### config.mk
export PLATFORM = sky130hd
export DESIGN_NAME = pcap_dma
export DESIGN_NICKNAME = d
export VERILOG_FILES = /design/src/rtl/pcap_pkg.sv /design/src/rtl/pcap_regs.sv /design/src/rtl/pcap_engine.sv /design/src/rtl/pcap_dma.sv
export SDC_FILE = /design/constraint.sdc
export NUM_CORES = 1
export LEC_CHECK = 0
export ABC_AREA = 1
export BUFFER_PORTS_ARGS = -buffer_cell sky130_fd_sc_hd__buf_2
export CAP_MARGIN = 0
export CORE_ASPECT_RATIO = 0.75
export CORE_MARGIN = 4
export CORE_UTILIZATION = 32
export CTS_CLUSTER_DIAMETER = 40
export DETAILED_ROUTE_END_ITERATION = 12
export PLACE_DENSITY = 0.55
export SYNTH_ARGS = -nofsm -noshare
export SYNTH_HDL_FRONTEND = slang
export SYNTH_SLANG_ARGS = --single-unit
export TNS_END_PERCENT = 10
### constraint.sdc
create_clock -name clk -period 3.1 [get_ports clk]
set_input_delay 0.62 -clock clk [delete_from_list [all_inputs] [get_ports clk]]
set_output_delay 0.62 -clock clk [all_outputs]
set_load 0.005 [all_outputs]
### src/rtl/pcap_pkg.sv
package pcap_pkg;

    localparam int DATA_W = 16;
    localparam int ADDR_W = 32;
    localparam int RIDX_W = 4;
    localparam int NBUF   = 2;

    typedef enum logic [RIDX_W-1:0] {
        RG_A_LO  = 4'd0,
        RG_A_HI  = 4'd1,
        RG_B_LO  = 4'd2,
        RG_B_HI  = 4'd3,
        RG_LEN   = 4'd4,
        RG_MODE  = 4'd5,
        RG_STAT  = 4'd6,
        RG_IEN   = 4'd7,
        RG_CHEN  = 4'd8,
        RG_SEQ   = 4'd9
    } reg_idx_e;

    typedef struct packed {
        logic [ADDR_W-1:0] base_a;
        logic [ADDR_W-1:0] base_b;
        logic [DATA_W-1:0] rec_len;
        logic              auto_ld;
        logic              incr;
        logic              chen;
    } eng_cfg_t;

    typedef struct packed {
        logic done;
        logic buf_id;
    } rec_evt_t;

    function automatic logic [RIDX_W-1:0] base_lo_idx(input int g);
        return RIDX_W'(2 * g);
    endfunction

    function automatic logic [ADDR_W-1:0] hw_offset(input logic [DATA_W-1:0] idx,
                                                    input logic incr);
        return incr ? {{(ADDR_W-DATA_W-1){1'b0}}, idx, 1'b0} : '0;
    endfunction

endpackage

### src/rtl/pcap_regs.sv
module pcap_regs
    import pcap_pkg::*;
#(
    parameter int DEFAULT_LEN = 1000
) (
    input  logic              clk,
    input  logic              rst,
    input  logic              reg_we,
    input  logic [RIDX_W-1:0] reg_addr,
    input  logic [DATA_W-1:0] reg_wdata,
    output logic [DATA_W-1:0] reg_rdata,
    input  rec_evt_t          evt,
    output eng_cfg_t          cfg,
    output logic              restart,
    output logic              irq_o
);

    logic [ADDR_W-1:0] base_w [NBUF];
    logic [DATA_W-1:0] len_q;
    logic [1:0]        mode_q;
    logic              ien_q, chen_q, seq_q;
    logic              eop_q, ovr_q, last_buf_q;
    logic              stat_wr;

    for (genvar g = 0; g < NBUF; g++) begin : g_base
        logic [ADDR_W-1:0] base_q;
        always_ff @(posedge clk) begin
            if (rst) begin
                base_q <= '0;
            end else if (reg_we && reg_addr == base_lo_idx(g)) begin
                base_q[DATA_W-1:0] <= reg_wdata;
            end else if (reg_we && reg_addr == base_lo_idx(g) + 4'd1) begin
                base_q[ADDR_W-1:DATA_W] <= reg_wdata;
            end
        end
        assign base_w[g] = base_q;
    end

    assign stat_wr = reg_we && reg_addr == RG_STAT;
    assign restart = reg_we && reg_addr == RG_SEQ && reg_wdata[0] && !seq_q;

    always_ff @(posedge clk) begin
        if (rst) begin
            len_q      <= DATA_W'(DEFAULT_LEN);
            mode_q     <= '0;
            ien_q      <= 1'b0;
            chen_q     <= 1'b0;
            seq_q      <= 1'b0;
            eop_q      <= 1'b0;
            ovr_q      <= 1'b0;
            last_buf_q <= 1'b0;
        end else begin
            if (reg_we) begin
                case (reg_addr)
                    RG_LEN:  len_q  <= reg_wdata;
                    RG_MODE: mode_q <= reg_wdata[1:0];
                    RG_IEN:  ien_q  <= reg_wdata[0];
                    RG_CHEN: chen_q <= reg_wdata[0];
                    RG_SEQ:  seq_q  <= reg_wdata[0];
                    default: ;
                endcase
            end
            eop_q <= evt.done || (eop_q && !(stat_wr && reg_wdata[0]));
            ovr_q <= (evt.done && eop_q) || (ovr_q && !(stat_wr && reg_wdata[1]));
            if (evt.done) last_buf_q <= evt.buf_id;
        end
    end

    always_comb begin
        cfg.base_a  = base_w[0];
        cfg.base_b  = base_w[1];
        cfg.rec_len = len_q;
        cfg.auto_ld = mode_q[0];
        cfg.incr    = mode_q[1];
        cfg.chen    = chen_q;
    end

    assign irq_o = eop_q && ien_q;

    always_comb begin
        case (reg_addr)
            RG_A_LO: reg_rdata = base_w[0][DATA_W-1:0];
            RG_A_HI: reg_rdata = base_w[0][ADDR_W-1:DATA_W];
            RG_B_LO: reg_rdata = base_w[1][DATA_W-1:0];
            RG_B_HI: reg_rdata = base_w[1][ADDR_W-1:DATA_W];
            RG_LEN:  reg_rdata = len_q;
            RG_MODE: reg_rdata = {{(DATA_W-2){1'b0}}, mode_q};
            RG_STAT: reg_rdata = {{(DATA_W-3){1'b0}}, last_buf_q, ovr_q, eop_q};
            RG_IEN:  reg_rdata = {{(DATA_W-1){1'b0}}, ien_q};
            RG_CHEN: reg_rdata = {{(DATA_W-1){1'b0}}, chen_q};
            RG_SEQ:  reg_rdata = {{(DATA_W-1){1'b0}}, seq_q};
            default: reg_rdata = '0;
        endcase
    end

    // a completion always leaves end-of-process set
    a_r7_done_sets_eop: assert property (@(posedge clk) disable iff (rst)
        evt.done |=> eop_q);

    // overrun only rises on top of an unacknowledged completion
    a_r11_ovr_needs_eop: assert property (@(posedge clk) disable iff (rst)
        $rose(ovr_q) |-> $past(eop_q));

endmodule

### src/rtl/pcap_engine.sv
module pcap_engine
    import pcap_pkg::*;
(
    input  logic              clk,
    input  logic              rst,
    input  eng_cfg_t          cfg,
    input  logic              restart,
    input  logic              smp_valid,
    input  logic [DATA_W-1:0] smp_data,
    output logic              mem_we,
    output logic [ADDR_W-1:0] mem_addr,
    output logic [DATA_W-1:0] mem_wdata,
    output rec_evt_t          evt
);

    logic              cur_q;
    logic              halt_q;
    logic [DATA_W-1:0] cnt_q;
    logic [DATA_W-1:0] len_eff;
    logic              fire, last;
    logic [ADDR_W-1:0] base_sel;

    assign len_eff  = (cfg.rec_len == '0) ? DATA_W'(1) : cfg.rec_len;
    assign last     = ({1'b0, cnt_q} + 17'd1) >= {1'b0, len_eff};
    assign fire     = smp_valid && cfg.chen && !halt_q && !restart;
    assign base_sel = cur_q ? cfg.base_b : cfg.base_a;

    always_ff @(posedge clk) begin
        if (rst) begin
            cur_q     <= 1'b0;
            halt_q    <= 1'b0;
            cnt_q     <= '0;
            mem_we    <= 1'b0;
            mem_addr  <= '0;
            mem_wdata <= '0;
        end else begin
            mem_we <= fire;
            if (fire) begin
                mem_addr  <= base_sel + hw_offset(cnt_q, cfg.incr);
                mem_wdata <= smp_data;
            end
            if (restart) begin
                cur_q  <= 1'b0;
                cnt_q  <= '0;
                halt_q <= 1'b0;
            end else if (fire) begin
                if (last) begin
                    cnt_q  <= '0;
                    cur_q  <= !cur_q;
                    halt_q <= !cfg.auto_ld;
                end else begin
                    cnt_q <= cnt_q + 1'b1;
                end
            end
        end
    end

    assign evt.done   = fire && last;
    assign evt.buf_id = cur_q;

    // every write is caused by a strobe one cycle earlier
    a_r1_write_follows_strobe: assert property (@(posedge clk) disable iff (rst)
        mem_we |-> $past(smp_valid));

    // a halted engine writes nothing unless restarted
    a_r5_halt_blocks: assert property (@(posedge clk) disable iff (rst)
        (halt_q && !restart) |=> !mem_we);

    // a completed record under auto-load swaps buffer and restarts count
    a_r4_swap_on_done: assert property (@(posedge clk) disable iff (rst)
        (fire && last && cfg.auto_ld && !restart) |=> (cnt_q == '0 && cur_q != $past(cur_q)));

    // disabled channel produces no write
    a_r9_chen_gates: assert property (@(posedge clk) disable iff (rst)
        !cfg.chen |=> !mem_we);

endmodule

### src/rtl/pcap_dma.sv
module pcap_dma
    import pcap_pkg::*;
#(
    parameter int DEFAULT_LEN = 1000
) (
    input  logic        clk,
    input  logic        rst,
    input  logic        reg_we,
    input  logic [3:0]  reg_addr,
    input  logic [15:0] reg_wdata,
    output logic [15:0] reg_rdata,
    input  logic        smp_valid,
    input  logic [15:0] smp_data,
    output logic        mem_we,
    output logic [31:0] mem_addr,
    output logic [15:0] mem_wdata,
    output logic        irq
);

    eng_cfg_t cfg;
    rec_evt_t evt;
    logic     restart;

    pcap_regs #(.DEFAULT_LEN(DEFAULT_LEN)) u_regs (
        .clk       (clk),
        .rst       (rst),
        .reg_we    (reg_we),
        .reg_addr  (reg_addr),
        .reg_wdata (reg_wdata),
        .reg_rdata (reg_rdata),
        .evt       (evt),
        .cfg       (cfg),
        .restart   (restart),
        .irq_o     (irq)
    );

    pcap_engine u_engine (
        .clk       (clk),
        .rst       (rst),
        .cfg       (cfg),
        .restart   (restart),
        .smp_valid (smp_valid),
        .smp_data  (smp_data),
        .mem_we    (mem_we),
        .mem_addr  (mem_addr),
        .mem_wdata (mem_wdata),
        .evt       (evt)
    );

    // interrupt never rises without a record completing in that cycle
    a_r8_irq_cause: assert property (@(posedge clk) disable iff (rst)
        ($rose(irq) && !$past(reg_we)) |-> $past(evt.done));

endmodule

[Yosys cells after proc, flatten, opt, wreduce, memory -nomap -nowiden]
Index checks and enable logic that the tools add are counted.
Cells by class
  bitwise gates (word level): 2
  divide/modulo/power cells: 0
  shifts and indexed selects: 0
  equality and inequality tests: 9
  $lt $le $gt $ge: 1
  add/sub/neg operators: 3
  multiplexer cells: 5
  multipliers: 0
  reductions and logical operators: 38
Operators by type and width (count)
  case mux 16 bit (10 select lines): 1
  adder 32 bit: 1
  two-way mux 16 bit: 2
  two-way mux 32 bit: 1
  logical AND 1 bit: 18
  adder 16 x 1 -> 17 bit (second input constant): 1
  >= comparator 17 x 16 -> 1 bit: 1
  two-way mux 17 bit: 1
  adder 16 x 1 -> 16 bit (second input constant): 1
  equality test 4 x 3 -> 1 bit (second input constant): 4
  logical NOT 16 bit: 1
  AND reduction 2 bit: 8
  equality test 4 x 2 -> 1 bit (second input constant): 2
  equality test 4 bit (second input constant): 2
  logical NOT 1 bit: 7
  equality test 4 x 1 -> 1 bit (second input constant): 1
  logical NOT 4 bit: 1
  logical OR 1 bit: 2
  NOT 1 bit: 2
  OR reduction 2 bit: 1
Storage, ports and cells
  memory bits (read-only): 0
  memories kept: 0
  bits in latches: 0
  output and inout bits: 66
  register bits after elaboration: 155
  bits in writable memories: 0

[Logic depth before layout (Yosys ltp)]
  depth after elaboration: 9
  gate-level depth with buffers: 20
  mapped depth without buffers: 18

[Modules after synthesis]
A second synthesis with hierarchy kept.
Unflattened totals
  cell total of the unflattened synthesis: 1615
  area total of the unflattened synthesis: 9704.3 µm²
By module, submodules not included
  pcap_engine: seq. area each 1341.3 µm², instances 1, cells an instance 1038, area an instance 5734.2 µm²
  pcap_regs: seq. area each 1761.7 µm², instances 1, cells an instance 577, area an instance 3970.1 µm²

[Worst setup path before layout]
No wires, ideal clock.
  path kind: register to register
  from: reg u_engine.cur_q
  to: reg u_engine.mem_addr[29]
  period minus slack after synthesis: 2.795 ns
  buffers on the path: 4
  cell stages (with the launch flop): 20
  library setup time: 0.109 ns
  path slack: 0.305 ns
  data arrival time: 2.686 ns
  cell sequence: dfxtp_1 > buf_6 > buf_4 > clkbuf_1 > clkbuf_1 > nand2_1 > o21ai_0 > ha_1 > inv_1 > fa_1 > inv_1 > nand3_1 > nand3_1 > nand3_1 > nand3_1 > nand2_1 > nand3_1 > nand3_1 > nand2_1 > inv_1
On the way
  longest elaborated chain between the ends: 2
Ends and longest elaborated chain
  start, declared: line pcap_engine.sv:16  | logic cur_q;
  start signal, assigned: line pcap_engine.sv:49  | cur_q <= !cur_q;
  two-way mux 32 bit: line pcap_engine.sv:26  | assign base_sel = cur_q ? cfg.base_b : cfg.base_a;
  adder 32 bit: line pcap_engine.sv:39  | mem_addr <= base_sel + hw_offset(cnt_q, cfg.incr);
  end signal, assigned: line pcap_engine.sv:39
  end, declared: line pcap_engine.sv:11  | output logic [ADDR_W-1:0] mem_addr,
No other way between the ends.
A chain may end at the register's enable or synchronous reset.

[Worst setup path after layout]
  from: in reg_addr[0]
  to: out reg_rdata[1]
On the way
  longest elaborated chain between the ends: 2
Ends and longest elaborated chain
  start, declared: line pcap_dma.sv:9  | input logic [3:0] reg_addr,
  equality test 4 bit, or another cell as far along: line pcap_regs.sv:81  | case (reg_addr)
  case mux 16 bit (10 select lines) (*): line pcap_regs.sv:81
  end, declared: line pcap_dma.sv:11  | output logic [15:0] reg_rdata,
Mark *: on every way between the ends. The rest lies on a longest branch, timed or not.

==> run metrics <==
status=finished clean; CP endpoint kind=output port; total number of vias=9151; Synth Area in Compound Gates=19.4%; TritonRoute pass-1 iters=6; critical path arrival=~2.3 ns; hold_ws=approximately 0.43 ns; Peak VDD IR=395 uV; CP Class=in -> out; Max Buffers Root-to-Sink=2; initial antenna violation count=0; met3 WL post-DR=roughly 2.2 mm; final period utilization=92.7%; Cells after Synth=1389; # DRC=0; Final Max Slew Viols=0; global-route usage over all layers=19.3%; latest clock arrival within the worst-skew pair=0.45 ns; H-tree levels=4; Rel. slew slack=36.8%; worst setup margin=0.225 ns; overall routed net length=30.6 mm; CTS Buf Count=17; mux cell area share after synthesis=0%; FMAX=between 0.3 and 0.4 GHz; Die X=203 um; Sw Ratio=a little over a quarter; Finished Core Util=37.8%; sequential element share of the synthesized area=34.0%; CTS Sinks=155; Synth Area in XOR/XNOR=approximately 2.6%; Yosys cell types=42; Syn. warnings=0; Pwr per Cell Area=413 nW/um^2; crit start category=input pin; CTS tree=done; CP Cell Sequence=buf_2 -> nor2_1 -> inv_1 -> nor2_1 -> inv_1 -> o2111ai_1 -> buf_2; total global routing overflow=0; worst-path fanout max=15; Adder-Cell Fraction of Synth Area=approximately 4.7%; met2 WL=about 12 mm; Internal=3200 uW; Clock Power Share=46.1%; Hold Vio Cnt, Final=0; minimum clock period after layout=2.88 ns; Max-Cap Viols=0; final setup fails=0; simple-gate share of the synthesized area=27.2%; ANT cells=0; Least-Margin Pin Slew=0.946 ns; TNS Setup=0 ns; Post-Syn Nets=1463; Mapped Area=a little over 9000 um^2; syn_area_per_cell=6.57 um^2; CP max-delay cell=o2111ai_1; row count=53; global-route wire length before repair=47.5 mm; Initial DRC Count=roughly 780; max incr delay on CP=about 0.45 ns; GPL Wtd Cong=0.880; Die H=154 um; clk slew on worst S/H paths=0.06 ns; CTS root buf=clkbuf_16; skew final=between 0.015 and 0.02 ns; total power=4380 uW; share of power burned in registers=46.7%; Yosys reg bits=155; Net Switching=roughly 1200 uW; CTS Hold Buffers Added=0; Starting Density=32.6%; Top Ports=about 110; post_cts resized=0; die area=31300 um^2; worst slack at placement=0.182 ns; share of layout cells above drive strength 1=between 10% and 20%; unrepaired setup endpoints after global routing=false; met1 wire length=~16 mm; Vias/cell=4.89; Hold Path Class=in -> reg; largest family of logic cells by synthesized area=simple AND/OR/NAND/NOR gates; Layout Nets=1548; antenna viol nets, final=0; Leak=approximately 0.0048 uW; portion of total power attributed to combinational logic=slightly above 7%; top sig layer=met4; Port Buffers=105; Area Overhead vs Synth=16.2%; vias in the first global route=between 8000 and 9000; Post-CTS Setup Inserts=0; CP required=2.48 ns; Core ar.=28100 um^2; Final HPWL DP=around 23 mm; largest net degree at the start of global routing=106; wire per inst=around 16 um
Yosys cell counts, drive strengths merged:
master     n  share of area, %
o2111ai    3              0.29
or2        1             0.069
clkbuf    42               1.7
nand3     65               3.8
xnor2      6              0.58
nor3      18               1.1
nand4     10              0.69
a31oi      2              0.14
ha        33               4.5
o31ai      1             0.082
o21ai    142               7.8
fa         1              0.22
a21oi    127               7.0
o21bai     1             0.082
xor2      21               2.0
o21a       1             0.082
and2       2              0.14
nor2     166               8.0
o221ai    21               2.0
o22ai     17               1.2
o41ai      1             0.096
nand3b     1             0.082
inv      209               8.7
a221oi     2              0.19
o211ai     6              0.49
nand2    316                13
buf       19               1.7
dfxtp    155                34
kinds of logic after synthesis:
group	after synthesis
and+or+nand+nor	579
AOI/OAI and AO/OA	324
buffers and inverters	270
DFF	155
adders and majority gates	34
xor gates and xnor gates	27
critical path, delay by kind of cell:
| family | cells | cell delay [ns] |
|---|---|---|
| AO/OA/AOI/OAI | 1 | 0.45 |
| AND/OR/NAND/NOR | 2 | 0.41 |
| buffers and inverters | 4 | 0.79 |
state kept, by name, indices dropped and copies added (netlist names):
| register | flops |
|---|---|
| u_regs.g_base.base_q | 64 |
| u_engine.mem_addr | 32 |
| u_engine.cnt_q | 16 |
| u_engine.mem_wdata | 16 |
| u_regs.len_q | 16 |
| u_regs.mode_q | 2 |
| u_engine.cur_q | 1 |
| u_engine.halt_q | 1 |
| u_engine.mem_we | 1 |
| u_regs.chen_q | 1 |
| u_regs.eop_q | 1 |
| u_regs.ien_q | 1 |
| u_regs.last_buf_q | 1 |
| u_regs.ovr_q | 1 |
| u_regs.seq_q | 1 |
cell usage in the layout, fill, tap and decap left out, drive strengths merged, types with 10 or more instances in the layout:
master and n:
nand4 10, dfxtp 155, o22ai 17, nor2 166, nand2 316, nor3 18, nand3 65, a21oi 127
clkbuf 21, o221ai 21, buf 127, ha 33, o21ai 142, xor2 21, inv 212
area by class of cell:
type,count,area (um^2)
sequential,155,3100
clock buffer,21,460
timing repair buffer,127,741
fill,3064,17400
clock inverter,11,86.3
inverter,209,797
multi-input combinational,964,4940
tap,385,482
worst paths after layout:
path         slack (ns)                             endpoint  depth (start not counted)                         start
min                0.43  u_engine.mem_wdata[11]$_SDFFE_PP0P_                          3                  smp_data[11]
max reg2reg        0.31   u_engine.mem_addr[17]$_SDFFE_PP0P_                         13   u_engine.cur_q$_SDFFE_PP0P_
max                0.22                         reg_rdata[1]                          7                   reg_addr[0]
min reg2reg        0.46         u_engine.halt_q$_SDFFE_PP0P_                          2  u_engine.halt_q$_SDFFE_PP0P_
power groups by stage:
stage	sequential (uW)	combinational, uW	clock (uW)
CTS	2050	313	2060
global placement	2090	309	0
floorplan	2090	179	0
global route	2050	351	2140
finish	2050	316	2020
detailed placement	2090	311	0
metal layers:
| metal | global-route usage [%] | vias to the layer above |
|---|---|---|
| met3 | 4.05 | 38 |
| met1 | 30.1 | 4171 |
| li1 | - | 4659 |
| met4 | 4.94 | 0 |
| met5 | 0 | - |
| met2 | 26.8 | 283 |
metrics by stage:
| step | cells | cell area (um^2) |
|---|---|---|
| 2_1_floorplan | 1389 | 9130 |
| 3_3_place_gp | 1840 | 10000 |
| 3_5_place_dp | 1840 | 10000 |
| 4_1_cts | 1872 | 10600 |
| 5_1_grt | 1872 | 10600 |
| 6_report | 1872 | 10600 |
(Power assumes the default switching activity.)
